[src/rtl/rxf_pkg.sv]
package rxf_pkg;

  typedef enum logic [1:0] {
    WR_IDLE = 2'd0,
    WR_FILL = 2'd1,
    WR_DROP = 2'd2
  } wr_state_e;

  // Bytes occupied by a stored message, decoded from its header byte
  function automatic logic [4:0] hdr_msg_len(input logic [7:0] h);
    logic [4:0] base;
    logic [4:0] data;
    base = h[7] ? 5'd5 : 5'd3;
    data = h[6] ? 5'd0 : {1'b0, h[3:0]};
    return base + data;
  endfunction

endpackage

[src/rtl/rxf_store.sv]
module rxf_store #(
  parameter int DEPTH = 64,
  parameter int AW    = $clog2(DEPTH)
) (
  input  logic          clk,
  input  logic          we,
  input  logic [AW-1:0] waddr,
  input  logic [7:0]    wdata,
  input  logic [AW-1:0] raddr,
  output logic [7:0]    rd_data,
  input  logic [AW-1:0] hdr_addr,
  output logic [7:0]    hdr
);

  logic [7:0] mem [DEPTH];

  always_ff @(posedge clk) begin
    if (we) begin
      mem[waddr] <= wdata;
    end
    rd_data <= mem[raddr];
  end

  // Second, asynchronous read port for the header at the start pointer
  assign hdr = mem[hdr_addr];

endmodule

[src/rtl/rxf_writer.sv]
module rxf_writer
  import rxf_pkg::*;
#(
  parameter int DEPTH = 64,
  parameter int AW    = $clog2(DEPTH),
  parameter int CW    = AW + 1
) (
  input  logic          clk,
  input  logic          rst,
  input  logic          in_valid,
  input  logic [7:0]    in_byte,
  input  logic [CW-1:0] in_len,
  input  logic [CW-1:0] byte_cnt,
  output logic          mem_we,
  output logic [AW-1:0] mem_waddr,
  output logic [7:0]    mem_wdata,
  output logic [CW-1:0] reserve_len,
  output logic          commit,
  output logic          ovr_set
);

  wr_state_e     st_q;
  logic [CW-1:0] remain_q;
  logic [AW-1:0] wr_ptr_q;
  logic          take_first;
  logic          fits;

  always_comb begin
    take_first  = in_valid && (st_q == WR_IDLE) && (in_len != '0);
    fits        = ({1'b0, byte_cnt} + {1'b0, in_len}) <= (CW+1)'(DEPTH);
    mem_we      = (take_first && fits) || (in_valid && (st_q == WR_FILL));
    ovr_set     = take_first && !fits;
    reserve_len = (take_first && fits) ? in_len : '0;
    commit      = mem_we &&
                  (((st_q == WR_IDLE) && (in_len == CW'(1))) ||
                   ((st_q == WR_FILL) && (remain_q == CW'(1))));
    mem_waddr   = wr_ptr_q;
    mem_wdata   = in_byte;
  end

  always_ff @(posedge clk) begin
    if (rst) begin
      st_q     <= WR_IDLE;
      remain_q <= '0;
      wr_ptr_q <= '0;
    end else begin
      if (mem_we) begin
        wr_ptr_q <= wr_ptr_q + 1'b1;
      end
      case (st_q)
        WR_IDLE: begin
          if (take_first) begin
            remain_q <= in_len - CW'(1);
            if (in_len != CW'(1)) begin
              st_q <= fits ? WR_FILL : WR_DROP;
            end
          end
        end
        WR_FILL, WR_DROP: begin
          if (in_valid) begin
            remain_q <= remain_q - CW'(1);
            if (remain_q == CW'(1)) begin
              st_q <= WR_IDLE;
            end
          end
        end
        default: st_q <= WR_IDLE;
      endcase
    end
  end


  wr_ptr_step_chk: assert property (@(posedge clk) disable iff (rst)
    (in_valid && st_q == WR_FILL) |=> (wr_ptr_q == $past(wr_ptr_q) + 1'b1));


  drop_hold_ptr_chk: assert property (@(posedge clk) disable iff (rst)
    (st_q == WR_DROP) |=> $stable(wr_ptr_q));

endmodule

[src/rtl/rxf_release.sv]
module rxf_release
  import rxf_pkg::*;
#(
  parameter int DEPTH = 64,
  parameter int AW    = $clog2(DEPTH),
  parameter int CW    = AW + 1
) (
  input  logic          clk,
  input  logic          rst,
  input  logic          rel_cmd,
  input  logic          msg_nz,
  input  logic [7:0]    hdr,
  output logic [AW-1:0] start_ptr,
  output logic          rel_fire,
  output logic [CW-1:0] rel_len
);

  logic [AW-1:0] start_q;

  assign rel_fire  = rel_cmd && msg_nz;
  assign rel_len   = CW'(hdr_msg_len(hdr));
  assign start_ptr = start_q;

  always_ff @(posedge clk) begin
    if (rst) begin
      start_q <= '0;
    end else if (rel_fire) begin
      start_q <= start_q + rel_len[AW-1:0];
    end
  end


  empty_release_chk: assert property (@(posedge clk) disable iff (rst)
    (rel_cmd && !msg_nz) |=> $stable(start_q));

endmodule

[src/rtl/can_rx_msg_fifo.sv]
module can_rx_msg_fifo #(
  parameter int DEPTH  = 64,
  parameter int WIN_AW = 5,
  parameter int AW     = $clog2(DEPTH),
  parameter int CW     = AW + 1
) (
  input  logic              clk,
  input  logic              rst,
  input  logic              in_valid,
  input  logic [7:0]        in_byte,
  input  logic [CW-1:0]     in_len,
  input  logic              rel_cmd,
  input  logic              clr_ovr,
  input  logic [WIN_AW-1:0] rd_addr,
  output logic [7:0]        rd_data,
  output logic [CW-1:0]     byte_cnt,
  output logic [CW-1:0]     msg_cnt,
  output logic              rx_avail,
  output logic              overrun
);

  logic          mem_we;
  logic [AW-1:0] mem_waddr;
  logic [7:0]    mem_wdata;
  logic [CW-1:0] reserve_len;
  logic          commit;
  logic          ovr_set;
  logic [AW-1:0] start_ptr;
  logic          rel_fire;
  logic [CW-1:0] rel_len;
  logic [7:0]    hdr;
  logic [CW-1:0] byte_cnt_q;
  logic [CW-1:0] msg_cnt_q;
  logic [CW-1:0] msg_next;
  logic          rx_avail_q;
  logic          overrun_q;

  rxf_writer #(.DEPTH(DEPTH), .AW(AW), .CW(CW)) u_writer (
    .clk        (clk),
    .rst        (rst),
    .in_valid   (in_valid),
    .in_byte    (in_byte),
    .in_len     (in_len),
    .byte_cnt   (byte_cnt_q),
    .mem_we     (mem_we),
    .mem_waddr  (mem_waddr),
    .mem_wdata  (mem_wdata),
    .reserve_len(reserve_len),
    .commit     (commit),
    .ovr_set    (ovr_set)
  );

  rxf_store #(.DEPTH(DEPTH), .AW(AW)) u_store (
    .clk     (clk),
    .we      (mem_we),
    .waddr   (mem_waddr),
    .wdata   (mem_wdata),
    .raddr   (start_ptr + AW'(rd_addr)),
    .rd_data (rd_data),
    .hdr_addr(start_ptr),
    .hdr     (hdr)
  );

  rxf_release #(.DEPTH(DEPTH), .AW(AW), .CW(CW)) u_release (
    .clk      (clk),
    .rst      (rst),
    .rel_cmd  (rel_cmd),
    .msg_nz   (msg_cnt_q != '0),
    .hdr      (hdr),
    .start_ptr(start_ptr),
    .rel_fire (rel_fire),
    .rel_len  (rel_len)
  );

  assign msg_next = msg_cnt_q + CW'(commit) - CW'(rel_fire);

  always_ff @(posedge clk) begin
    if (rst) begin
      byte_cnt_q <= '0;
      msg_cnt_q  <= '0;
      rx_avail_q <= 1'b0;
      overrun_q  <= 1'b0;
    end else begin
      byte_cnt_q <= byte_cnt_q + reserve_len - (rel_fire ? rel_len : '0);
      msg_cnt_q  <= msg_next;
      rx_avail_q <= (msg_next != '0);
      if (ovr_set) begin
        overrun_q <= 1'b1;
      end else if (clr_ovr) begin
        overrun_q <= 1'b0;
      end
    end
  end

  assign byte_cnt = byte_cnt_q;
  assign msg_cnt  = msg_cnt_q;
  assign rx_avail = rx_avail_q;
  assign overrun  = overrun_q;


  byte_bound_chk: assert property (@(posedge clk) disable iff (rst)
    byte_cnt_q <= CW'(DEPTH));


  msg_vs_bytes_chk: assert property (@(posedge clk) disable iff (rst)
    ({2'b00, msg_cnt_q} * 3) <= {2'b00, byte_cnt_q});


  ovr_sticky_chk: assert property (@(posedge clk) disable iff (rst)
    (overrun_q && !clr_ovr) |=> overrun_q);


  ovr_clear_chk: assert property (@(posedge clk) disable iff (rst)
    (clr_ovr && !ovr_set) |=> !overrun_q);


  empty_counts_chk: assert property (@(posedge clk) disable iff (rst)
    (rel_cmd && msg_cnt_q == '0 && !commit) |=> (msg_cnt_q == '0));

endmodule

[config.mk]
export PLATFORM = sky130hd
export DESIGN_NAME = can_rx_msg_fifo
export DESIGN_NICKNAME = d
export VERILOG_FILES = /design/src/rtl/rxf_pkg.sv /design/src/rtl/rxf_store.sv /design/src/rtl/rxf_writer.sv /design/src/rtl/rxf_release.sv /design/src/rtl/can_rx_msg_fifo.sv
export SDC_FILE = /design/constraint.sdc
export NUM_CORES = 1
export LEC_CHECK = 0
export ABC_AREA = 0
export BUFFER_PORTS_ARGS = -buffer_cell sky130_fd_sc_hd__buf_2
export CORE_MARGIN = 2
export CORE_UTILIZATION = 45
export CTS_BUF_LIST = sky130_fd_sc_hd__clkbuf_8 sky130_fd_sc_hd__clkbuf_16
export DETAILED_ROUTE_END_ITERATION = 8
export SYNTH_ARGS = -nofsm -noshare
export SYNTH_HDL_FRONTEND = slang
export SYNTH_SLANG_ARGS = --single-unit
[constraint.sdc]
create_clock -name clk -period 5.9 [get_ports clk]
set_input_delay 0.59 -clock clk [delete_from_list [all_inputs] [get_ports clk]]
set_output_delay 0.59 -clock clk [all_outputs]
set_load 0.03 [all_outputs]
==> implementation parameters, run 1 <==
Parameter                              Value

Run status
  Outcome ... completed

Setup path
  Nature of the critical path startpoint ... flip-flop
  CP endpoint ... byte_cnt[6]$_SDFF_PP0_
  Crit. path cell count ... 20
  Endpoint required time on the critical path ... approximately 6.4 ns
  Crit end category ... flip-flop
  CP max stage cell ... mux4_2
  Critical path class ... flip-flop to flip-flop
  Critical Path Most Common Cell ... mux4_2
  Reg-to-Reg End ... byte_cnt[6]$_SDFF_PP0_
  Count of buffer and inverter cells on the critical path ... 2
  Arrival time of the worst setup path ... roughly 6 ns
  Reg2reg setup slack ... between 0.3 and 0.4 ns
  Depth of the worst register-to-register path ... 20
  Worst path max stage delay ... around 0.54 ns
  Highest net fanout along the worst path ... 26
  List of cells traversed by the critical path ... buf_4 > mux4_2 > mux4_2 > mux4_2 > and2_1 > ha_1 > a21oi_1 > o21ai_2 > xnor2_1 > and2_1 > fa_1 > inv_1 > ha_1 > o21ai_0 > nand2b_1 > a21o_1 > a21oi_1 > xnor2_1 > and3_1 > nor3_1
  Family with the most delay on the worst path ... multiplexers

Placement
  Half-perimeter wire length of the detailed placement result ... approximately 46000 um
  Gp weighted congestion ... approximately 0.98
  Placement-stage cell area ... roughly 28000 sq um
  IO buf count ... 48

Die
  Die Height ... around 250 um
  Starting Density ... ~46%
  Die Width ... roughly 250 um
  Full die area ... a little over 60000 sq um
  Core Footprint ... just under 60000 sq um
  I/O pin total ... slightly below 50
  Cell Rows ... 88

Cells and area
  Count of inserted antenna diode cells ... 0
  Final Net Count ... 1629
  Final Instance Area ... 30000 sq um
  Area growth, synth to finish ... 13.9%
  Share of cells above drive strength 1 ... between 30 and 40%

Timing
  Worst clock skew ... between 0.03 and 0.04 ns
  Rel. slew slack ... between 10% and 20%
  Unrepaired setup endpoints after global routing ... false
  Final count of negative-setup-slack endpoints ... 0
  Time the final worst path needs with I/O delays and setup ... between 5 and 6 ns
  TNS Setup ... 0 ns
  Final hold violation count ... 0
  Final-report max-slew violation count ... 0
  Period utilisation layout ... a little over nine tenths
  Worst-margin pin slew ... between 1 and 1.5 ns
  Final-layout worst hold slack ... around 0.28 ns
  Max Fclk ... ~0.18 GHz

Logic synthesis
  Mapped cell area ... 26300 sq um
  Largest area contributor in the synthesized netlist ... edfxtp_1
  Largest cells by area after synthesis ... edfxtp_1 58%, mux4_2 22%, dfxtp_1 3.9%
  Mean cell area of the mapped netlist ... approximately 18 sq um
  Count of distinct cell types in the synthesized netlist ... just under 70
  Syn. warnings ... 0
  Number of nets produced by synthesis ... roughly 1500
  Fraction of registers with async set or reset after synthesis ... 0%
  Register area share after synthesis ... 62.3%
  Synth Register Bits ... 563
  Yosys top cell area share ... roughly three fifths
  Synthesized instance count ... approximately 1500
  Top_reg_cell synth ... edfxtp_1
  EDFF count, synth ... ~510

Routing
  Via count ... ~15000
  First-pass iteration count of the detailed router ... 5
  Post-detailed-route DRC marker count ... 0
  Total routed wirelength ... 71000 um
  DR iter-0 viols ... around 1700
  Routed vias/inst ... approximately 6.3
  Remaining number of nets flagged by the antenna check after routing ... 0
  Wire length per cell ... around 30 um

Clock network
  CTS clk-pin slew, worst paths ... approximately 0.06 ns
  Maximum root-to-sink buffer count ... 3
  Worst-Skew Late Latency ... approximately 0.63 ns
  Clock tree from TritonCTS ... yes
  Number of buffers created by CTS ... 58
  Post-cts repair resize count ... 0
  CTS HTree Levels ... 2
  Clock sink count ... approximately 560
  Total of hold buffers inserted after clock tree synthesis ... 0
  Post-CTS Setup Inserts ... 0
  Master cell of the clock root buffer ... clkbuf_16

Global routing
  First-pass GRT wire length ... between 100000 and 150000 um
  Routing usage on met2 ... 38.3%
  Total congestion overflow after global routing ... 0
  Total GRT Usage ... between 20% and 30%
  GRT busiest layer ... met2
  GRT met3 Usage ... ~3.4%
  Met1 Usage GRT ... roughly 34%
  Largest net degree at the start of global routing ... 65
  Antenna violations before repair ... 4
  Via count of the first global-routing pass ... ~15000

Power
  Power per cell area ... about 470 nW/um^2
  Static leakage ... between 9 and 10 nW
  Tot Pwr ... about 14 mW
  VDD IR max ... 0.000309 V

Hold path
  Classification of the worst-slack hold path ... primary input to flip-flop

Run
  Number of max-cap violations ... 0
[registers in the layout (all words and copies together) (netlist names), named ones only]
name,cells
u_store.mem,512
overrun,1
byte_cnt,7
u_release.start_ptr,6
rx_avail,1
u_writer.st_q,2
u_writer.mem_waddr,6
u_writer.remain_q,7
u_store.rd_data,8
msg_cnt,7
[per-stage QoR]
stage / util [%] / std cells / setup WS (ns)
final: 51.9 / 2361 / 0.333
after global routing: 51.9 / 2361 / 0.103
after CTS: 51.9 / 2361 / 0.323
after detailed placement: 48.3 / 2255 / 0.344
after global placement: 48.3 / 2255 / 0.331
after floorplan: - / 1450 / 0.521
[worst reg2reg max path, cell delays in order, from the launching register on]
cell,delay [ns]
dfxtp_4,0.52
buf_4,0.47
mux4_2,0.45
mux4_2,0.55
mux4_2,0.49
and2_1,0.22
ha_1,0.36
a21oi_1,0.20
o21ai_2,0.09
xnor2_1,0.15
and2_1,0.20
fa_1,0.48
inv_1,0.05
ha_1,0.31
o21ai_0,0.09
nand2b_1,0.10
a21o_1,0.19
a21oi_1,0.17
xnor2_1,0.15
and3_1,0.18
nor3_1,0.04
[final cells by class]
cell class / count / area (sq um)
flip-flops and latches: 563 / 16400
clock buffers: 59 / 1480
multi-input cells: 749 / 9400
fillers: 4609 / 27800
clock inverters: 47 / 557
repair buffers: 129 / 998
inverters: 49 / 184
well taps: 765 / 957
[where the power goes]
group	internal (mW)	total (mW)	switching, mW	leakage, nW
sequential	4.53	4.70	0.163	5.03
combinational	2.52	5.54	3.02	3.75
clock	2.37	3.92	1.55	1.01
[synth_stat cells, types with 4 or more instances]
cell type and count:
xor2_1 9, and3_1 5, a21oi_1 47, o21ai_0 10, a22oi_1 14, nor2_1 83, or3_1 11, buf_2 20
mux2i_1 40, fa_1 10, buf_4 5, nand3_1 21, mux4_1 7, nand2_1 42, buf_1 14, nand4_1 6
inv_1 47, edfxtp_1 512, a21o_1 12, nor3_1 20, nor4_1 7, nor2b_1 22, xnor2_1 17, a211oi_1 12
clkbuf_1 47, ha_1 44, o22ai_1 4, dfxtp_1 51, mux4_2 255
[logic make-up (layout without fill, tap and decap cells)]
logic type / Yosys count / in the layout / share of synthesized area, %
XOR/XNOR: 26 / 26 / 0.865
AND/OR/NAND/NOR: 240 / 240 / 4.48
multiplexers: 303 / 303 / 24.1
AO/OA/AOI/OAI: 126 / 126 / 3.14
flip-flops: 563 / 563 / 62.3
adder cells (fa/ha/maj): 54 / 54 / 2.85
buffers and inverters: 138 / 284 / 2.29
[placed cells by master, fill, tap and decap left out, types with 21 or more instances in the layout]
master / Yosys / routed
mux4_2: 255 / 255
ha_1: 44 / 43
mux2i_1: 40 / 40
nor2_1: 83 / 83
inv_1: 47 / 52
clkbuf_16: 0 / 59
buf_2: 20 / 48
edfxtp_1: 512 / 512
nand3_1: 21 / 21
dfxtp_1: 51 / 47
nor2b_1: 22 / 22
a21oi_1: 47 / 47
nand2_1: 42 / 42
buf_4: 5 / 69
[worst min-delay path by stage]
stage	start	end	slack, ns	depth (start not counted)
floorplan	u_writer.st_q[1]$_SDFFE_PP0P_	u_writer.st_q[1]$_SDFFE_PP0P_	0.43	2
global placement	u_writer.st_q[1]$_SDFFE_PP0P_	u_writer.st_q[1]$_SDFFE_PP0P_	0.44	2
detailed placement	u_writer.st_q[1]$_SDFFE_PP0P_	u_writer.st_q[1]$_SDFFE_PP0P_	0.45	2
CTS	clr_ovr	overrun$_SDFFE_PP0P_	0.25	4
global route	clr_ovr	overrun$_SDFFE_PP0P_	0.30	4
finish	clr_ovr	overrun$_SDFFE_PP0P_	0.28	4
[metal layers]
metal / part of all wire [%] / vias to the layer above / routed length [um]
li1: - / 6188 / -
met2: 48 / 694 / 34000
met4: 3.3 / 4 / 2320
met1: 41 / 7886 / 29300
met3: 7.5 / 125 / 5340
met5: 0.041 / - / 29
Power figures use the tool's default switching activity.
==> run 2: changes to the inputs <==
--- a/config.mk
+++ b/config.mk
@@ -11,6 +11,7 @@
 export CORE_UTILIZATION = 45
 export CTS_BUF_LIST = sky130_fd_sc_hd__clkbuf_8 sky130_fd_sc_hd__clkbuf_16
 export DETAILED_ROUTE_END_ITERATION = 8
+export RECOVER_POWER = 25
 export SYNTH_ARGS = -nofsm -noshare
 export SYNTH_HDL_FRONTEND = slang
 export SYNTH_SLANG_ARGS = --single-unit
==> implementation parameters, run 2 (synthesized netlist as in run 1, its figures left out) <==
Parameter                              Value

Run status
  Outcome ... finished, violations left
  Violated checks ... capacitance limit, slew limit

Clock network
  Worst-Skew Late Latency ... 0.63 ns (about the same)
  Post-cts repair resize count ... 0 (unchanged)
  Post-CTS Setup Inserts ... 0 (unchanged)
  Total of hold buffers inserted after clock tree synthesis ... 0 (unchanged)
  Clock tree from TritonCTS ... yes
  Clock sink count ... 563 (unchanged)
  CTS clk-pin slew, worst paths ... 0.06 ns (about the same)
  Master cell of the clock root buffer ... clkbuf_16
  Maximum root-to-sink buffer count ... 3 (unchanged)
  Number of buffers created by CTS ... 58 (unchanged)
  CTS HTree Levels ... 2 (unchanged)

Placement
  Gp weighted congestion ... 0.981 (unchanged)
  IO buf count ... 48 (unchanged)
  Place WS ... 0.344 ns (unchanged)
  Half-perimeter wire length of the detailed placement result ... 45700 um (unchanged)
  Total instance count after detailed placement ... 2255 (unchanged)

Timing
  TNS Setup ... 0 ns (unchanged)
  Worst clock skew ... 0.0309 ns (-0.00236 ns)
  Final hold violation count ... 0 (unchanged)
  Max Fclk ... 0.180 GHz (+0.28%)
  Final count of negative-setup-slack endpoints ... 0 (unchanged)
  Rel. slew slack ... -107% (-120 points)
  Unrepaired setup endpoints after global routing ... false
  Worst-margin pin slew ... 3.10 ns (+1.84 ns)
  Final-layout worst hold slack ... 0.281 ns (-0.00132 ns)
  Period utilisation layout ... 94.1% (-0.27 points)
  Time the final worst path needs with I/O delays and setup ... 5.55 ns (-0.0158 ns)
  Worst path setup slack after routing ... 0.349 ns (+0.0158 ns)
  Final-report max-slew violation count ... 390 (+390)

Setup path
  Critical Path Most Common Cell ... mux4_2
  Nature of the critical path startpoint ... flip-flop
  Arrival time of the worst setup path ... 6.04 ns (-0.02 ns)
  CP max stage cell ... mux4_2
  Count of buffer and inverter cells on the critical path ... 2 (unchanged)
  Critical path class ... flip-flop to flip-flop
  Reg2reg setup slack ... 0.35 ns (+0.02 ns)
  Family with the most delay on the worst path ... multiplexers
  Worst path max stage delay ... 0.54 ns (about the same)
  List of cells traversed by the critical path ... buf_4 > mux4_2 > mux4_2 > mux4_2 > and2_1 > ha_1 > a21oi_1 > o21ai_2 > xnor2_1 > and2_1 > fa_1 > inv_1 > ha_1 > o21ai_0 > nand2b_1 > a21o_1 > a21oi_1 > xnor2_1 > and3_1 > nor3_1
  Endpoint required time on the critical path ... 6.39 ns (about the same)
  Crit end category ... flip-flop
  Highest net fanout along the worst path ... 26 (unchanged)

Die
  Starting Density ... 45.5% (unchanged)
  Die Width ... 246 um (unchanged)
  Die Height ... 246 um (unchanged)
  I/O pin total ... 49 (unchanged)
  Core Footprint ... 57800 sq um (unchanged)
  Full die area ... 60400 sq um (unchanged)
  Cell Rows ... 88 (unchanged)

Routing
  Wire length per cell ... 30.1 um (about the same)
  Via count ... 14900 (+0.034%)
  Remaining number of nets flagged by the antenna check after routing ... 0 (unchanged)
  Routed vias/inst ... 6.31 (about the same)
  Post-detailed-route DRC marker count ... 0 (unchanged)
  First-pass iteration count of the detailed router ... 5 (unchanged)
  DR iter-0 viols ... 1647 (-4.1%)
  Total routed wirelength ... 71000 um (about the same)

Cells and area
  Area growth, synth to finish ... 13.9% (about the same)
  Leading registers by flop count ... u_store.mem x512, u_store.rd_data x8
  Final Net Count ... 1629 (unchanged)
  Most common library cell in the layout ignoring fill and taps ... edfxtp_1
  Count of inserted antenna diode cells ... 0 (unchanged)
  Fin cells ... 2361 (unchanged)
  Share of cells above drive strength 1 ... 30.8% (-0.38 points)
  Commonest non-fill, non-tap cells in the layout ... 512 x edfxtp_1, 255 x mux4_2, 83 x nor2_1
  Max FFs per register ... 512 (unchanged)
  Largest reg by FF count ... u_store.mem

Global routing
  First-pass GRT wire length ... 104000 um (unchanged)
  Largest net degree at the start of global routing ... 65 (unchanged)
  Via count of the first global-routing pass ... 15000 (unchanged)
  Antenna violations before repair ... 4 (unchanged)
  Total congestion overflow after global routing ... 0 (unchanged)
  Total GRT Usage ... 24.1% (unchanged)

Power
  VDD IR max ... 0.000310 V (+0.33%)
  Static leakage ... 9.77 nW (-0.19%)
  Power per cell area ... 472 nW/um^2 (about the same)

Run
  Number of max-cap violations ... 6 (+6)

Hold path
  Classification of the worst-slack hold path ... primary input to flip-flop
-- run 2: changes by cell type in the layout (fill, tap and decap cells not counted) --
cell	before	now
buf_2	48	44
buf_4	69	67
clkbuf_1	0	6
-- run 2: per-layer routing --
metal  global-route usage [%]  share of wire [%]  wire [um]
met1                     34.4                 42      29600
met2                     38.3                 48      34000
met3                     3.36                7.1       5060
met4                     8.41                3.4       2390
met5                        0              0.041         29
-- run 2: path summary, 6_finish.rpt --
kind,start,endpoint,cells after the start
max,flip-flop,byte_cnt[6]$_SDFF_PP0_,20
min,clr_ovr,overrun$_SDFFE_PP0P_,4
max reg2reg,flip-flop,byte_cnt[6]$_SDFF_PP0_,20
min reg2reg,u_writer.st_q[1]$_SDFFE_PP0P_,u_writer.st_q[1]$_SDFFE_PP0P_,2
-- run 2: report_power, final --
part,internal [mW],switching (mW),total (mW)
logic,2.52,3.01,5.53
clock network,2.37,1.55,3.93
registers,4.54,0.163,4.70
-- run 2: through the flow --
step	util (%)	power, mW	area (sq um)
floorplan	-	8.59	26300
global placement	48.3	10.3	27900
detailed placement	48.3	10.3	27900
CTS	51.9	14.3	30000
global route	51.8	14.8	30000
finish	51.8	14.2	30000
-- run 2: layout make-up --
type	count	area, sq um
multi-input cells	749	9400
well taps	765	957
flip-flops and latches	563	16400
fillers	4614	27800
inverters	49	184
clock inverters	47	557
repair buffers	129	986
clock buffers	59	1480
-- run 2: tightest hold or removal path, stage by stage --
cell and delay, ns:
buf_2 0.08, nor2b_1 0.04, a21oi_1 0.10, nor2_1 0.05
==> run 3: changes to the inputs <==
--- a/config.mk
+++ b/config.mk
@@ -5,12 +5,12 @@
 export SDC_FILE = /design/constraint.sdc
 export NUM_CORES = 1
 export LEC_CHECK = 0
-export ABC_AREA = 0
 export BUFFER_PORTS_ARGS = -buffer_cell sky130_fd_sc_hd__buf_2
 export CORE_MARGIN = 2
 export CORE_UTILIZATION = 45
 export CTS_BUF_LIST = sky130_fd_sc_hd__clkbuf_8 sky130_fd_sc_hd__clkbuf_16
 export DETAILED_ROUTE_END_ITERATION = 8
+export MAX_ROUTING_LAYER = met4
 export RECOVER_POWER = 25
 export SYNTH_ARGS = -nofsm -noshare
 export SYNTH_HDL_FRONTEND = slang
==> implementation parameters, run 3 (synthesized netlist as in run 1, its figures left out) <==
Parameter                              Value

Run status
  Outcome ... finished, violations left
  Violated checks ... capacitance limit, slew limit

Hold path
  Classification of the worst-slack hold path ... primary input to flip-flop

Timing
  Worst-margin pin slew ... 3.08 ns (-0.0149 ns)
  TNS Setup ... 0 ns (unchanged)
  Unrepaired setup endpoints after global routing ... false
  Final-report max-slew violation count ... 456 (+17%)
  Max Fclk ... 0.183 GHz (+1.4%)
  Period utilisation layout ... 92.8% (-1.3 points)
  Final hold violation count ... 0 (unchanged)
  Rel. slew slack ... -106% (+0.99 points)
  Worst clock skew ... 0.0176 ns (-0.0133 ns)
  Final count of negative-setup-slack endpoints ... 0 (unchanged)
  Time the final worst path needs with I/O delays and setup ... 5.47 ns (-0.0783 ns)

Clock network
  Clock tree from TritonCTS ... yes
  Number of buffers created by CTS ... 57 (-1.7%)
  Clock sink count ... 563 (unchanged)
  Master cell of the clock root buffer ... clkbuf_16
  Post-cts repair resize count ... 0 (unchanged)
  Maximum root-to-sink buffer count ... 3 (unchanged)
  CTS clk-pin slew, worst paths ... 0.06 ns (about the same)
  Total of hold buffers inserted after clock tree synthesis ... 0 (unchanged)
  CTS HTree Levels ... 2 (unchanged)
  Worst-Skew Late Latency ... 0.62 ns (about the same)
  Post-CTS Setup Inserts ... 0 (unchanged)

Global routing
  Via count of the first global-routing pass ... 14800 (-1.4%)
  First-pass GRT wire length ... 103000 um (-1.0%)
  Antenna violations before repair ... 1 (-3)
  Total congestion overflow after global routing ... 0 (unchanged)
  Total GRT Usage ... 24.7% (+0.57 points)
  Largest net degree at the start of global routing ... 65 (unchanged)

Placement
  Placement-stage cell area ... 28000 sq um (+0.28%)
  Half-perimeter wire length of the detailed placement result ... 46200 um (+0.98%)
  Gp weighted congestion ... 0.933 (-4.8%)
  IO buf count ... 48 (unchanged)

Cells and area
  FILL cells ... 4623 (+0.20%)
  Share of cells above drive strength 1 ... 31.1% (+0.29 points)
  Leading registers by flop count ... u_store.mem x512, u_store.rd_data x8
  Area growth, synth to finish ... 13.6%
  Commonest non-fill, non-tap cells in the layout ... 512 x edfxtp_1, 255 x mux4_2, 88 x buf_4
  Final Net Count ... 1645 (+0.98%)
  Area used by multi-input combinational logic ... 9400 sq um (unchanged)
  Final Instance Area ... 29900 sq um (-0.20%)
  Max FFs per register ... 512 (unchanged)
  Sequential cell area ... 16400 sq um (unchanged)
  Largest reg by FF count ... u_store.mem
  Most common library cell in the layout ignoring fill and taps ... edfxtp_1

Die
  Starting Density ... 45.5% (unchanged)
  I/O pin total ... 49 (unchanged)
  Core Footprint ... 57800 sq um (unchanged)
  Die Height ... 246 um (unchanged)
  Cell Rows ... 88 (unchanged)
  Die Width ... 246 um (unchanged)
  Full die area ... 60400 sq um (unchanged)

Power
  Static leakage ... 9.80 nW (+0.29%)
  VDD IR max ... 0.000271 V (-13%)
  Power per cell area ... 463 nW/um^2 (-1.9%)

Routing
  First-pass iteration count of the detailed router ... 6 (+1)
  Remaining number of nets flagged by the antenna check after routing ... 0 (unchanged)
  Total routed wirelength ... 71200 um (+0.34%)
  Post-detailed-route DRC marker count ... 0 (unchanged)
  DR iter-0 viols ... 1526 (-7.3%)
  Via count ... 15000 (+0.67%)
  Wire length per cell ... 30.0 um (-0.34%)
  Routed vias/inst ... 6.31 (about the same)

Run
  Number of max-cap violations ... 7 (+1)

Setup path
  Crit end category ... flip-flop
  Worst path max stage delay ... 0.71 ns (+0.17 ns)
  CP max stage cell ... dfxtp_2
  Highest net fanout along the worst path ... 20 (-23%)
  Critical path class ... flip-flop to flip-flop
  List of cells traversed by the critical path ... buf_12 > mux4_2 > mux2i_1 > mux4_2 > mux2i_1 > or4b_4 > fa_1 > xnor2_1 > nor2b_1 > fa_1 > inv_1 > ha_1 > nor2b_1 > o21ai_0 > nand2b_1 > a21o_1 > a21oi_1 > xnor2_1 > and3_1 > nor3_1
  Arrival time of the worst setup path ... 5.95 ns (-0.09 ns)
  Endpoint required time on the critical path ... 6.38 ns (about the same)
  Nature of the critical path startpoint ... flip-flop
run 3: worst max-delay path, delay by kind of cell (launching register included):
kind | cells | cell delay [ns]
xor gates and xnor gates | 2 | 0.37
adders and majority gates | 3 | 1.14
and+or+nand+nor | 6 | 1.23
AOI/OAI and AO/OA | 3 | 0.51
buffers and inverters | 2 | 0.32
muxes | 4 | 1.04
DFF | 1 | 0.71
run 3: cell type report:
| cell class | count | area share, % |
|---|---|---|
| Antenna cell | 2 | 0.0167 |
| Clock buffer | 62 | 5.07 |
| Clock inverter | 41 | 1.25 |
| Inverter | 49 | 0.615 |
| Multi-Input combinational cell | 749 | 31.4 |
| Sequential cell | 563 | 54.9 |
| Tap cell | 765 | 3.20 |
| Timing Repair Buffer | 146 | 3.55 |
run 3: layer usage:
layer	wire length [um]	up-vias	track usage, %
li1	-	6217	-
met2	34200	629	38.3
met4	2100	0	7.65
met3	5500	101	4.29
met1	29500	8055	33.6
met5	0	-	-
run 3: path summary, 6_finish.rpt:
| path | start | to | slack, ns | cells past startpoint |
|---|---|---|---|---|
| worst min register to register | u_writer.st_q[1]$_SDFFE_PP0P_ | u_writer.st_q[1]$_SDFFE_PP0P_ | 0.47 | 2 |
| worst min-delay path | clr_ovr | overrun$_SDFFE_PP0P_ | 0.28 | 4 |
| worst max register to register | flip-flop | byte_cnt[6]$_SDFF_PP0_ | 0.43 | 20 |
| worst max-delay path | flip-flop | byte_cnt[6]$_SDFF_PP0_ | 0.43 | 20 |
run 3: where the power goes:
group | internal, mW | switching, mW
Sequential | 4.54 | 0.163
Clock | 2.14 | 1.52
Combinational | 2.51 | 2.98
Total | 9.19 | 4.67
run 3: per-stage QoR:
step | util (%) | setup WS (ns) | hold slack [ns] | power (mW) | instances
after floorplan | - | 0.521 | 0.432 | 8.59 | 1450
after global placement | 48.5 | 0.483 | 0.443 | 10.2 | 2272
after detailed placement | 48.5 | 0.453 | 0.468 | 10.3 | 2272
after CTS | 51.8 | 0.426 | 0.255 | 13.9 | 2375
after global routing | 51.7 | 0.0331 | 0.302 | 14.5 | 2376
final | 51.7 | 0.427 | 0.282 | 13.9 | 2377
